===== src/rtl/pfx_pkg.sv =====
package pfx_pkg;
  localparam int BYTE_W  = 8;
  localparam int VEC_W   = 8;
  localparam int SEG_W   = 3;
  localparam int SIZE_W  = 2;
  localparam int MODE_W  = 2;
  // flag bit positions inside the prefix vector
  localparam int B_OSZ   = 3;
  localparam int B_ASZ   = 4;
  localparam int B_LOCK  = 5;
  localparam int B_REP   = 6;
  localparam int B_REPNE = 7;

  localparam logic [MODE_W-1:0] MODE_16 = 2'd0;
  localparam logic [MODE_W-1:0] MODE_32 = 2'd1;
  localparam logic [MODE_W-1:0] MODE_64 = 2'd2;

  typedef enum logic [2:0] {
    K_OPC, K_SEG, K_OSZ, K_ASZ, K_LOCK, K_REP, K_REPNE, K_REX
  } kind_e;

  typedef struct packed {
    logic seen;
    logic w;
    logic r;
    logic x;
    logic b;
  } rex_t;
endpackage


===== src/rtl/pfx_classify.sv =====
module pfx_classify
  import pfx_pkg::*;
(
  input  logic [BYTE_W-1:0] byte_i,
  input  logic [MODE_W-1:0] mode_i,
  output kind_e             kind_o,
  output logic [SEG_W-1:0]  seg_o
);
  always_comb begin
    kind_o = K_OPC;
    seg_o  = '0;
    casez (byte_i)
      8'h2E: begin kind_o = K_SEG; seg_o = 3'd1; end
      8'h3E: begin kind_o = K_SEG; seg_o = 3'd2; end
      8'h26: begin kind_o = K_SEG; seg_o = 3'd3; end
      8'h64: begin kind_o = K_SEG; seg_o = 3'd4; end
      8'h65: begin kind_o = K_SEG; seg_o = 3'd5; end
      8'h36: begin kind_o = K_SEG; seg_o = 3'd6; end
      8'h66: kind_o = K_OSZ;
      8'h67: kind_o = K_ASZ;
      8'hF0: kind_o = K_LOCK;
      8'hF3: kind_o = K_REP;
      8'hF2: kind_o = K_REPNE;
      8'b0100_????: kind_o = (mode_i == MODE_64) ? K_REX : K_OPC;
      default: kind_o = K_OPC;
    endcase
  end
endmodule


===== src/rtl/pfx_state.sv =====
module pfx_state
  import pfx_pkg::*;
(
  input  logic              clk,
  input  logic              rst_n,
  input  logic              take_i,
  input  kind_e             kind_i,
  input  logic [SEG_W-1:0]  seg_i,
  input  logic [3:0]        nib_i,
  input  logic [MODE_W-1:0] mode_i,
  output logic [VEC_W-1:0]  vec_o,
  output rex_t              rex_o
);
  logic [VEC_W-1:0] vec_q, vec_d;
  rex_t             rex_q, rex_d;
  logic             en;
  logic             handoff;

  assign handoff = take_i && (kind_i == K_OPC);

  always_comb begin
    en    = take_i;
    vec_d = vec_q;
    rex_d = rex_q;
    if (handoff) begin
      vec_d = '0;
      rex_d = '0;
    end else begin
      case (kind_i)
        K_SEG:   vec_d[SEG_W-1:0] = seg_i;
        K_OSZ:   vec_d[B_OSZ]     = 1'b1;
        K_ASZ:   vec_d[B_ASZ]     = 1'b1;
        K_LOCK:  vec_d[B_LOCK]    = 1'b1;
        K_REP:   vec_d[B_REP]     = 1'b1;
        K_REPNE: vec_d[B_REPNE]   = 1'b1;
        K_REX:   rex_d = '{seen: 1'b1, w: nib_i[3], r: nib_i[2],
                           x: nib_i[1], b: nib_i[0]};
        default: ;
      endcase
    end
  end

  always_ff @(posedge clk or negedge rst_n) begin
    if (!rst_n) begin
      vec_q <= '0;
      rex_q <= '0;
    end else if (en) begin
      vec_q <= vec_d;
      rex_q <= rex_d;
    end
  end

  assign vec_o = vec_q;
  assign rex_o = rex_q;

  // state is empty the cycle after a handoff
  p_clean_after_handoff_r9: assert property (@(posedge clk) disable iff (!rst_n)
    handoff |=> (vec_q == '0 && rex_q == '0));

  // a prefix byte never clears an already set flag
  p_flag_sticky_r3: assert property (@(posedge clk) disable iff (!rst_n)
    (take_i && kind_i != K_OPC) |=>
      ((vec_q[VEC_W-1:B_OSZ] & $past(vec_q[VEC_W-1:B_OSZ])) == $past(vec_q[VEC_W-1:B_OSZ])));

  // extension capture only starts in long mode
  p_rex_long_only_r7: assert property (@(posedge clk) disable iff (!rst_n)
    $rose(rex_q.seen) |-> ($past(mode_i) == MODE_64));
endmodule


===== src/rtl/pfx_opsize.sv =====
module pfx_opsize
  import pfx_pkg::*;
(
  input  logic [MODE_W-1:0] mode_i,
  input  logic              osz_i,
  input  logic              wide_i,
  output logic [SIZE_W-1:0] size_o
);
  always_comb begin
    case (mode_i)
      MODE_64: size_o = wide_i ? 2'd3 : (osz_i ? 2'd1 : 2'd2);
      MODE_16: size_o = osz_i ? 2'd2 : 2'd1;
      default: size_o = osz_i ? 2'd1 : 2'd2;
    endcase
  end
endmodule


===== src/rtl/pfx_accum.sv =====
module pfx_accum
  import pfx_pkg::*;
(
  input  logic              clk,
  input  logic              rst_n,
  input  logic [1:0]        mode_i,
  input  logic              byte_valid_i,
  input  logic [7:0]        byte_i,
  output logic              op_valid_o,
  output logic [7:0]        op_byte_o,
  output logic [7:0]        pfx_vec_o,
  output logic              rex_present_o,
  output logic              rex_w_o,
  output logic              rex_r_o,
  output logic              rex_x_o,
  output logic              rex_b_o,
  output logic [1:0]        op_size_o
);
  kind_e              kind;
  logic [SEG_W-1:0]   seg;
  logic [VEC_W-1:0]   acc_vec;
  rex_t               acc_rex;
  logic [SIZE_W-1:0]  size_c;
  logic               handoff;

  logic               vld_q;
  logic [BYTE_W-1:0]  opc_q, opc_d;
  logic [VEC_W-1:0]   vec_q, vec_d;
  rex_t               rex_q, rex_d;
  logic [SIZE_W-1:0]  size_q, size_d;
  logic               out_en;

  pfx_classify u_classify (
    .byte_i (byte_i),
    .mode_i (mode_i),
    .kind_o (kind),
    .seg_o  (seg)
  );

  pfx_state u_state (
    .clk    (clk),
    .rst_n  (rst_n),
    .take_i (byte_valid_i),
    .kind_i (kind),
    .seg_i  (seg),
    .nib_i  (byte_i[3:0]),
    .mode_i (mode_i),
    .vec_o  (acc_vec),
    .rex_o  (acc_rex)
  );

  pfx_opsize u_opsize (
    .mode_i (mode_i),
    .osz_i  (acc_vec[B_OSZ]),
    .wide_i (acc_rex.seen && acc_rex.w),
    .size_o (size_c)
  );

  assign handoff = byte_valid_i && (kind == K_OPC);

  always_comb begin
    out_en = handoff;
    opc_d  = byte_i;
    vec_d  = acc_vec;
    rex_d  = acc_rex;
    size_d = size_c;
  end

  always_ff @(posedge clk or negedge rst_n) begin
    if (!rst_n) vld_q <= 1'b0;
    else        vld_q <= handoff;
  end

  always_ff @(posedge clk or negedge rst_n) begin
    if (!rst_n) begin
      opc_q  <= '0;
      vec_q  <= '0;
      rex_q  <= '0;
      size_q <= '0;
    end else if (out_en) begin
      opc_q  <= opc_d;
      vec_q  <= vec_d;
      rex_q  <= rex_d;
      size_q <= size_d;
    end
  end

  assign op_valid_o    = vld_q;
  assign op_byte_o     = opc_q;
  assign pfx_vec_o     = vec_q;
  assign rex_present_o = rex_q.seen;
  assign rex_w_o       = rex_q.w;
  assign rex_r_o       = rex_q.r;
  assign rex_x_o       = rex_q.x;
  assign rex_b_o       = rex_q.b;
  assign op_size_o     = size_q;

  // a pulse only follows an accepted byte
  p_pulse_source_r8: assert property (@(posedge clk) disable iff (!rst_n)
    op_valid_o |-> $past(byte_valid_i));

  // presented fields hold between pulses
  p_hold_fields_r8: assert property (@(posedge clk) disable iff (!rst_n)
    !op_valid_o |-> ($stable(pfx_vec_o) && $stable(op_size_o) && $stable(op_byte_o)));

  // segment code 7 is never produced
  p_seg_code_r2: assert property (@(posedge clk) disable iff (!rst_n)
    pfx_vec_o[2:0] != 3'd7);

  // every handed-off instruction carries a real size code
  p_size_code_r4: assert property (@(posedge clk) disable iff (!rst_n)
    op_valid_o |-> (op_size_o != 2'd0));
endmodule


===== config.mk =====
export PLATFORM = sky130hd
export DESIGN_NAME = pfx_accum
export DESIGN_NICKNAME = d
export VERILOG_FILES = /design/src/rtl/pfx_pkg.sv /design/src/rtl/pfx_classify.sv /design/src/rtl/pfx_state.sv /design/src/rtl/pfx_opsize.sv /design/src/rtl/pfx_accum.sv
export SDC_FILE = /design/constraint.sdc
export NUM_CORES = 1
export LEC_CHECK = 0
export ABC_AREA = 1
export ABC_CLOCK_PERIOD_IN_PS = 1050
export BUFFER_PORTS_ARGS = -buffer_cell sky130_fd_sc_hd__buf_2
export CAP_MARGIN = 20
export CELL_PAD_IN_SITES_DETAIL_PLACEMENT = 1
export CELL_PAD_IN_SITES_GLOBAL_PLACEMENT = 1
export CORE_MARGIN = 8
export CORE_UTILIZATION = 36
export CTS_CLUSTER_SIZE = 8
export DETAILED_ROUTE_END_ITERATION = 6
export GPL_TIMING_DRIVEN = 0
export PLACE_DENSITY = 0.81
export SETUP_SLACK_MARGIN = 0.15
export SLEW_MARGIN = 40
export SYNTH_ARGS = -nofsm -noshare
export SYNTH_HDL_FRONTEND = slang
export SYNTH_SLANG_ARGS = --single-unit

===== constraint.sdc =====
create_clock -name clk -period 1.05 [get_ports clk]
set_clock_uncertainty 0.2 [all_clocks]
set_input_delay 0.105 -clock clk [delete_from_list [all_inputs] [get_ports clk]]
set_output_delay 0.105 -clock clk [all_outputs]
set_load 0.1 [all_outputs]

==> summary.txt, run 1 <==
Synth
  – Post-Syn Instances: 228
  – Number of synthesized register bits: 37
  – Syn_area_per_cell: 8.17 sq um
  – Area leader, netlist: dfrtp_1
  – Post-synth top cells: nand2_1, dfrtp_1, nor2_1
  – Largest cells by area after synthesis: dfrtp_1, nand2_1, nor2_1
  – Area share of the largest cell type after synthesis: 0.497
  – Mapped Nets: 241
  – Top-count cell post-synth: nand2_1
  – Register area share after synthesis: 0.497
  – Async SR Flop Fraction: 1.00
  – Synthesized cell area: 1860 sq um
  – Yosys warnings: 0
  – Synth Flop Type: dfrtp_1
  – Synth unique cells: 26
  – Post-synth EDFFs: 0

Floorplanning
  – IO Pins: 37
  – Core Rows: 26
  – Initial core utilization: 0.369
  – Die Y-Extent: 87.9 um
  – Width of the die: 87.9 um

Clock network
  – CTS buffer count: 5
  – Clk sinks: 37
  – CTS H-tree depth: 2
  – CTS root buffer: clkbuf_8
  – Maximum clock path buffer count: 2

Global routing
  – Pin count of the biggest net entering global routing: 25
  – Initial antenna violation count: 0

Placed design
  – GP Congestion: 0.886
  – Area post-placement: 2480 sq um
  – PortBufs: 36
  – Post-detail-place hpwl: 4050 um
  – Dpl cells: 335

Outcome
  – Status: did not finish
  – Stop err: [ERROR DPL-0033] detailed placement checks failed during check placement.
  – Exit stage: 5_1_grt

STA
  – Worst ep type: register input
  – Worst endpoint from the post-global-route timing repair: pfx_vec_o[6]$_DFFE_PN0P_/D
-- metrics by stage --
stage               setup TNS (ps)  hold WS, ps  worst slack (ps)
CTS                         -13170         -482              -260
global placement            -28260         49.6              -773
floorplan                    -9540         -391              -290
detailed placement          -28060         -156              -789
-- cell families after synthesis --
group | share of synthesized area
compound gates | 0.0625
buf+inv | 0.0752
flops | 0.497
simple gates | 0.365
-- repair_timing --
action,4_1_cts
pin swaps,21
gates cloned,2
resized for setup,169
hold endpoints to repair,49
buffers inserted,23
endpoints found under the setup margin,61
hold buffers,1
==> run 2, diff against run 1 <==
--- a/config.mk
+++ b/config.mk
@@ -6,18 +6,14 @@
 export NUM_CORES = 1
 export LEC_CHECK = 0
 export ABC_AREA = 1
-export ABC_CLOCK_PERIOD_IN_PS = 1050
+export ABC_CLOCK_PERIOD_IN_PS = 1370
 export BUFFER_PORTS_ARGS = -buffer_cell sky130_fd_sc_hd__buf_2
 export CAP_MARGIN = 20
-export CELL_PAD_IN_SITES_DETAIL_PLACEMENT = 1
-export CELL_PAD_IN_SITES_GLOBAL_PLACEMENT = 1
 export CORE_MARGIN = 8
-export CORE_UTILIZATION = 36
-export CTS_CLUSTER_SIZE = 8
+export CORE_UTILIZATION = 40
 export DETAILED_ROUTE_END_ITERATION = 6
 export GPL_TIMING_DRIVEN = 0
-export PLACE_DENSITY = 0.81
-export SETUP_SLACK_MARGIN = 0.15
+export PLACE_DENSITY_LB_ADDON = 0.15
 export SLEW_MARGIN = 40
 export SYNTH_ARGS = -nofsm -noshare
 export SYNTH_HDL_FRONTEND = slang
==> constraint.sdc (replaced) <==
create_clock -name clk -period 1.37 [get_ports clk]
set_clock_uncertainty 0.2 [all_clocks]
set_input_delay 0.137 -clock clk [delete_from_list [all_inputs] [get_ports clk]]
set_output_delay 0.137 -clock clk [all_outputs]
set_load 0.1 [all_outputs]
==> summary.txt, run 2 <==
Outcome
  – Status: complete, but fails checks
  – Failing checks: negative setup slack

Placed design
  – PortBufs: 36
  – GP Congestion: 0.847
  – Pre-CTS WS: -443 ps
  – Area post-placement: 2310 sq um
  – Post-detail-place hpwl: 3420 um

Clock network
  – Clk_lat worst skew: 290 ps
  – CTS root buffer: clkbuf_8
  – Clk sinks: 37
  – CTS H-tree depth: 2
  – TritonCTS clock tree: yes
  – CTS buffer count: 5
  – Maximum clock path buffer count: 2
  – CTS clk-pin slew, worst paths: 70 ps

Critical path
  – Worst path top cell family by delay: simple AND/OR/NAND/NOR gates
  – Crit path top cell by count: nand2_2
  – Critical path endpoint: pfx_vec_o[3]$_DFFE_PN0P_
  – Worst setup EP type: register
  – Critical path depth: 12
  – Max incr delay on CP: 180 ps
  – Critical path fanouts, max: 8
  – Crit Reg-Reg Endpoint: op_size_o[1]$_DFFE_PN0P_
  – Critical Path Source: byte_i[2]
  – Reg2Reg Depth: 4
  – Worst path bufs/invs: 2
  – Critical-path cell list: buf_8, nand2_2, nor2_4, nand2_2, nand2_2, nor2_4, nand2_2, nor2_4, nand2_8, clkbuf_16, nand2_1, o21ai_1
  – CP Data Arrival Time: 1370 ps
  – CP startpoint kind: input port
  – CP required: 1340 ps
  – RR Startpoint: u_state.rex_o[3]$_DFFE_PN0P_
  – Critical path class: in2reg
  – Setup slack, reg-to-reg: 230 ps
  – CP max stage cell: nor2_4

STA
  – Fin. Hold Viols: 0
  – Crit share post-route: 1.02
  – RSZ-0062 raised after global routing: yes
  – Relative slew slack: 0.800
  – Setup_tns: -62.9 ps
  – Fin Hold WS: 15.8 ps
  – Max frequency: 0.718 GHz
  – Worst-Margin Slew: 302 ps
  – Final Max Slew Viols: 0
  – Setup violations, final: 7
  – Fin worst setup slack: -22.1 ps
  – Fin crit period: 1390 ps

Final layout
  – Layout area overhead: 73.9%
  – Nets: 321
  – Commonest non-fill, non-tap cell in the layout: nand2_1
  – Final Cell Area: 3240 sq um
  – # fillers: 352
  – Layout cells sized above 1: 0.521
  – Antenna fix cells: 0
  – Most frequent cells in the layout: nand2_1, dfrtp_1, buf_4

Synth
  – Top-count cell post-synth: nand2_1
  – Syn_area_per_cell: 8.17 sq um
  – Mapped Nets: 241
  – Area leader, netlist: dfrtp_1
  – Register area share after synthesis: 0.497
  – Largest family of logic cells by synthesized area: simple AND/OR/NAND/NOR gates
  – Synth Area in Compound Gates: 0.0625
  – XOR/XNOR Fraction of Synth Area: 0
  – Yosys warnings: 0
  – Number of synthesized register bits: 37
  – Post-synth top cells: nand2_1, dfrtp_1, nor2_1
  – Adder-Cell Fraction of Synth Area: 0
  – Synth Flop Type: dfrtp_1
  – Area share of the largest cell type after synthesis: 0.497
  – Synthesized cell area: 1860 sq um
  – Post-synth EDFFs: 0
  – Largest cells by area after synthesis: dfrtp_1, nand2_1, nor2_1
  – Simple-gate share of the synthesized area: 0.365
  – Post-Syn Instances: 228
  – Mux cell area share after synthesis: 0
  – Async SR Flop Fraction: 1.00
  – Synth unique cells: 26

Floorplanning
  – Initial core utilization: 0.405
  – Placeable Area: 4600 sq um
  – Die ar.: 7100 sq um
  – IO Pins: 37
  – Core Rows: 25
  – Die Y-Extent: 84.2 um
  – Width of the die: 84.2 um

Global routing
  – Vias in the first global route: 1798
  – Pin count of the biggest net entering global routing: 23
  – GR Overflow Total: 0
  – First-pass GRT wire length: 8380 um
  – GRT Util Overall: 0.143
  – Initial antenna violation count: 0

Routing
  – Vias per inst: 5.02
  – Drt wl/cell: 14.9 um
  – 1st-iter DRT viols: 84
  – Drt total wl: 5420 um
  – ANT nets after route: 0
  – Via count: 1824
  – DRC Markers: 0
  – TritonRoute pass-1 iters: 4

Power and ir drop
  – Max rail drop VDD: 0.566 mV
  – Pwr/cell area: 925 nW/um^2
  – Sequential share of power: 0.395
  – Int Power: 1.87 mW
  – Switching part of the total: 0.377
  – Leak: 1.62 nW
  – Clock power frac: 0.253
  – Comb pwr share: 0.352
  – Switching power: 1.13 mW

Min path
  – Worst hold path type: in2reg

Job
  – Max Cap Viol: 0
## run 2: cell counts after synthesis
No cell type changed its count.
## run 2: power by group through the flow
stage                     combinational (mW)  sequential, mW  clock (mW)
after floorplan                        0.208            1.56           0
after global placement                 0.746            1.19           0
after detailed placement               0.767            1.19           0
after CTS                              0.913            1.18       0.764
after global routing                    1.11            1.19       0.809
final                                   1.06            1.18       0.758
## run 2: what timing repair did
action                                 CTS  global route
hold buffers                            13             0
pin swaps                               11            30
buffers inserted                        11             6
setup endpoints to repair               57            34
endpoints found under the hold margin   49             0
gates resized for setup                 55            74
cloned                                   1             4
## run 2: how the worst min path moves through the flow
stage                      start                      endpoint  cells past startpoint
global route        byte_valid_i  u_state.vec_o[7]$_DFFE_PN0P_                      3
floorplan                  rst_n      op_byte_o[0]$_DFFE_PN0P_                      0
detailed placement         rst_n          op_valid_o$_DFF_PN0_                      2
global placement           rst_n          op_valid_o$_DFF_PN0_                      1
finish              byte_valid_i  u_state.vec_o[7]$_DFFE_PN0P_                      3
CTS                 byte_valid_i  u_state.vec_o[7]$_DFFE_PN0P_                      3
## run 2: cells by family after synthesis
logic type | count (synthesis)
compound gates | 23
buf+inv | 30
flops | 37
simple gates | 138
## run 2: cell type report
| type | instances | area (sq um) | area share |
|---|---|---|---|
| plain buffers | 6 | 80.1 | 0.0247 |
| repair buffers | 73 | 810 | 0.250 |
| multi-input cells | 161 | 1130 | 0.349 |
| well taps | 54 | 67.6 | 0.0209 |
| clock inverters | 2 | 10.0 | 0.00309 |
| clock buffers | 6 | 72.6 | 0.0224 |
| inverters | 24 | 143 | 0.0440 |
| flip-flops and latches | 37 | 926 | 0.286 |
## run 2: routing by layer
layer / vias up / wire length, um / global-route usage
li1: 882 / - / -
met1: 889 / 2280 / 0.174
met2: 49 / 2810 / 0.231
met3: 4 / 307 / 0.0494
met4: 0 / 20 / 0.0440
met5: - / 0 / 0
## run 2: stage by stage
stage	total power, mW	cells	util
after CTS	2.85	353	0.615
after floorplan	1.77	228	-
after global routing	3.11	363	0.704
final	3.00	363	0.704
after detailed placement	1.96	320	0.503
after global placement	1.94	318	0.493
## run 2: worst reg2reg max path, stage by stage, from the launching register on
cell and delay (ps):
dfrtp_1 410, a31oi_1 220, a21oi_1 90, nand2_1 70, nand2_1 50
No activity file was read; power rests on OpenSTA's default activity.
==> run 3, diff against run 2 <==
--- a/config.mk
+++ b/config.mk
@@ -14,6 +14,7 @@
 export DETAILED_ROUTE_END_ITERATION = 6
 export GPL_TIMING_DRIVEN = 0
 export PLACE_DENSITY_LB_ADDON = 0.15
+export SETUP_SLACK_MARGIN = 0.2
 export SLEW_MARGIN = 40
 export SYNTH_ARGS = -nofsm -noshare
 export SYNTH_HDL_FRONTEND = slang
==> summary.txt, run 3 (synthesis gave the netlist of run 2 again) <==
Outcome
  – Status: finished, final reports clean

Final layout
  – Layout cells sized above 1: 0.584
  – Most frequent cells in the layout: nand2_1, buf_12, dfrtp_2
  – Final Cell Area: 3500 sq um
  – Layout area overhead: 87.8%
  – Commonest non-fill, non-tap cell in the layout: nand2_1
  – # fillers: 292
  – Nets: 322
  – Non-filler cells, final: 364
  – Antenna fix cells: 0

Routing
  – ANT nets after route: 0
  – DRC Markers: 0
  – Via count: 1840
  – Vias per inst: 5.05
  – M1 WL: 2380 um
  – Drt wl/cell: 16.3 um
  – Met2 wire length: 3200 um
  – 1st-iter DRT viols: 74
  – Met3 WL: 222 um
  – TritonRoute pass-1 iters: 4
  – Highest routed layer: met4
  – Drt total wl: 5950 um

Global routing
  – GRT Util Overall: 0.159
  – Pin count of the biggest net entering global routing: 21
  – Initial antenna violation count: 0
  – First-pass GRT wire length: 9140 um
  – Vias in the first global route: 1921
  – GR Overflow Total: 0

STA
  – Relative slew slack: 0.680
  – Fin crit period: 1370 ps
  – Final Max Slew Viols: 0
  – Crit share post-route: 0.998
  – Fin. Hold Viols: 0
  – Setup violations, final: 0
  – Max frequency: 0.731 GHz
  – Fin Hold WS: 81.5 ps
  – Worst-Margin Slew: 481 ps
  – Fin worst setup slack: 2.23 ps
  – RSZ-0062 raised after global routing: yes

Floorplanning
  – Die ar.: 7100 sq um
  – Die Y-Extent: 84.2 um
  – Placeable Area: 4600 sq um
  – Initial core utilization: 0.405
  – Width of the die: 84.2 um
  – Core Rows: 25
  – IO Pins: 37

Clock network
  – Maximum clock path buffer count: 2
  – CTS root buffer: clkbuf_8
  – Clk sinks: 37
  – CTS buffer count: 5
  – CTS H-tree depth: 2
  – TritonCTS clock tree: yes
  – Clk_lat worst skew: 300 ps
  – CTS clk-pin slew, worst paths: 70 ps

Power and ir drop
  – Max rail drop VDD: 0.630 mV
  – Pwr/cell area: 960 nW/um^2
  – Leak: 1.64 nW

Critical path
  – CP required: 1360 ps
  – Critical path fanouts, max: 6
  – CP max stage cell: nor2_4
  – Worst path bufs/invs: 2
  – Worst setup EP type: register
  – Critical path class: in2reg
  – Worst path top cell family by delay: simple AND/OR/NAND/NOR gates
  – Max incr delay on CP: 160 ps
  – Setup slack, reg-to-reg: 200 ps
  – CP startpoint kind: input port
  – CP Data Arrival Time: 1360 ps
  – Critical-path cell list: buf_8, nor2_4, nand2_2, nand2_4, nand2_4, nand3_1, and2_1, buf_4, nand3_4, nand3_1, nand2_1

Placed design
  – Pre-CTS WS: -424 ps
  – Area post-placement: 2410 sq um
  – PortBufs: 36
  – Post-detail-place hpwl: 3370 um
  – Dpl cells: 319
  – GP Congestion: 0.821

Min path
  – Worst hold path type: in2reg

Job
  – Max Cap Viol: 0
==> run 3: changes by cell type in the layout (fill, tap and decap cells not counted), moves of 3 or more <==
| cell | delta |
|---|---|
| buf_4 | -16 |
| nor2_1 | -4 |
| o21ai_1 | +8 |
| o21ai_0 | -3 |
| nor2_4 | +3 |
| buf_12 | +19 |
| nand2_1 | +6 |
| nand2_2 | -6 |
| dfrtp_2 | +24 |
| buf_6 | +5 |
| o21ai_2 | -5 |
| dfrtp_1 | -24 |
| clkbuf_16 | -4 |
==> run 3: worst reg2reg max path: stages, from the launching register on <==
cell     delay [ps]
dfrtp_1         420
a31oi_1         220
a21oi_1         100
nand2_1          80
nand2_1          50
==> run 3: per-layer routing <==
| metal | global-route usage | vias to the layer above |
|---|---|---|
| met2 | 0.286 | 45 |
| met5 | 0 | - |
| met1 | 0.173 | 897 |
| li1 | - | 885 |
| met4 | 0.0612 | 0 |
| met3 | 0.0426 | 13 |
==> run 3: timing repair <==
item | in CTS | in global routing
gates resized for setup | 93 | 85
hold endpoints to repair | 49 | 0
gates cloned | 1 | 0
buffers inserted | 17 | 6
endpoints found under the setup margin | 60 | 61
pin swaps | 17 | 17
hold buffers | 13 | 0
==> run 3: where the power goes <==
group	total [mW]	leakage [nW]	switching, mW	internal [mW]
logic	1.14	1.12	0.689	0.449
registers	1.22	0.460	0.0587	1.16
clock network	1.01	0.0585	0.413	0.594
==> run 3: cell type report <==
type,instances,area [sq um],share of cell area
Sequential cell,37,956,0.273
Multi-Input combinational cell,161,1120,0.321
Tap cell,54,67.6,0.0193
Buffer,6,78.8,0.0225
Clock buffer,7,86.3,0.0247
Timing Repair Buffer,74,1010,0.289
Clock inverter,1,30.0,0.00858
Inverter,24,148,0.0422
==> run 3: final timing paths <==
check / startpoint / endpoint / cells past startpoint
worst max-delay path: byte_i[3] / u_state.rex_o[2]$_DFFE_PN0P_ / 11
worst min-delay path: byte_i[0] / u_state.rex_o[0]$_DFFE_PN0P_ / 4
worst max register to register: u_state.rex_o[3]$_DFFE_PN0P_ / op_size_o[1]$_DFFE_PN0P_ / 4
worst min register to register: u_state.vec_o[5]$_DFFE_PN0P_ / pfx_vec_o[5]$_DFFE_PN0P_ / 2
max in group asynchronous: rst_n / pfx_vec_o[2]$_DFFE_PN0P_ / 3
min in group asynchronous: rst_n / op_byte_o[3]$_DFFE_PN0P_ / 2
==> run 3: per-stage QoR <==
| step | util | total power [mW] | setup TNS [ps] |
|---|---|---|---|
| 2_1_floorplan | - | 1.80 | -4.84 |
| 3_3_place_gp | 0.517 | 1.96 | -12540 |
| 3_5_place_dp | 0.523 | 1.98 | -12510 |
| 4_1_cts | 0.675 | 3.17 | 0 |
| 5_1_grt | 0.761 | 3.46 | -623 |
| 6_report | 0.761 | 3.36 | 0 |
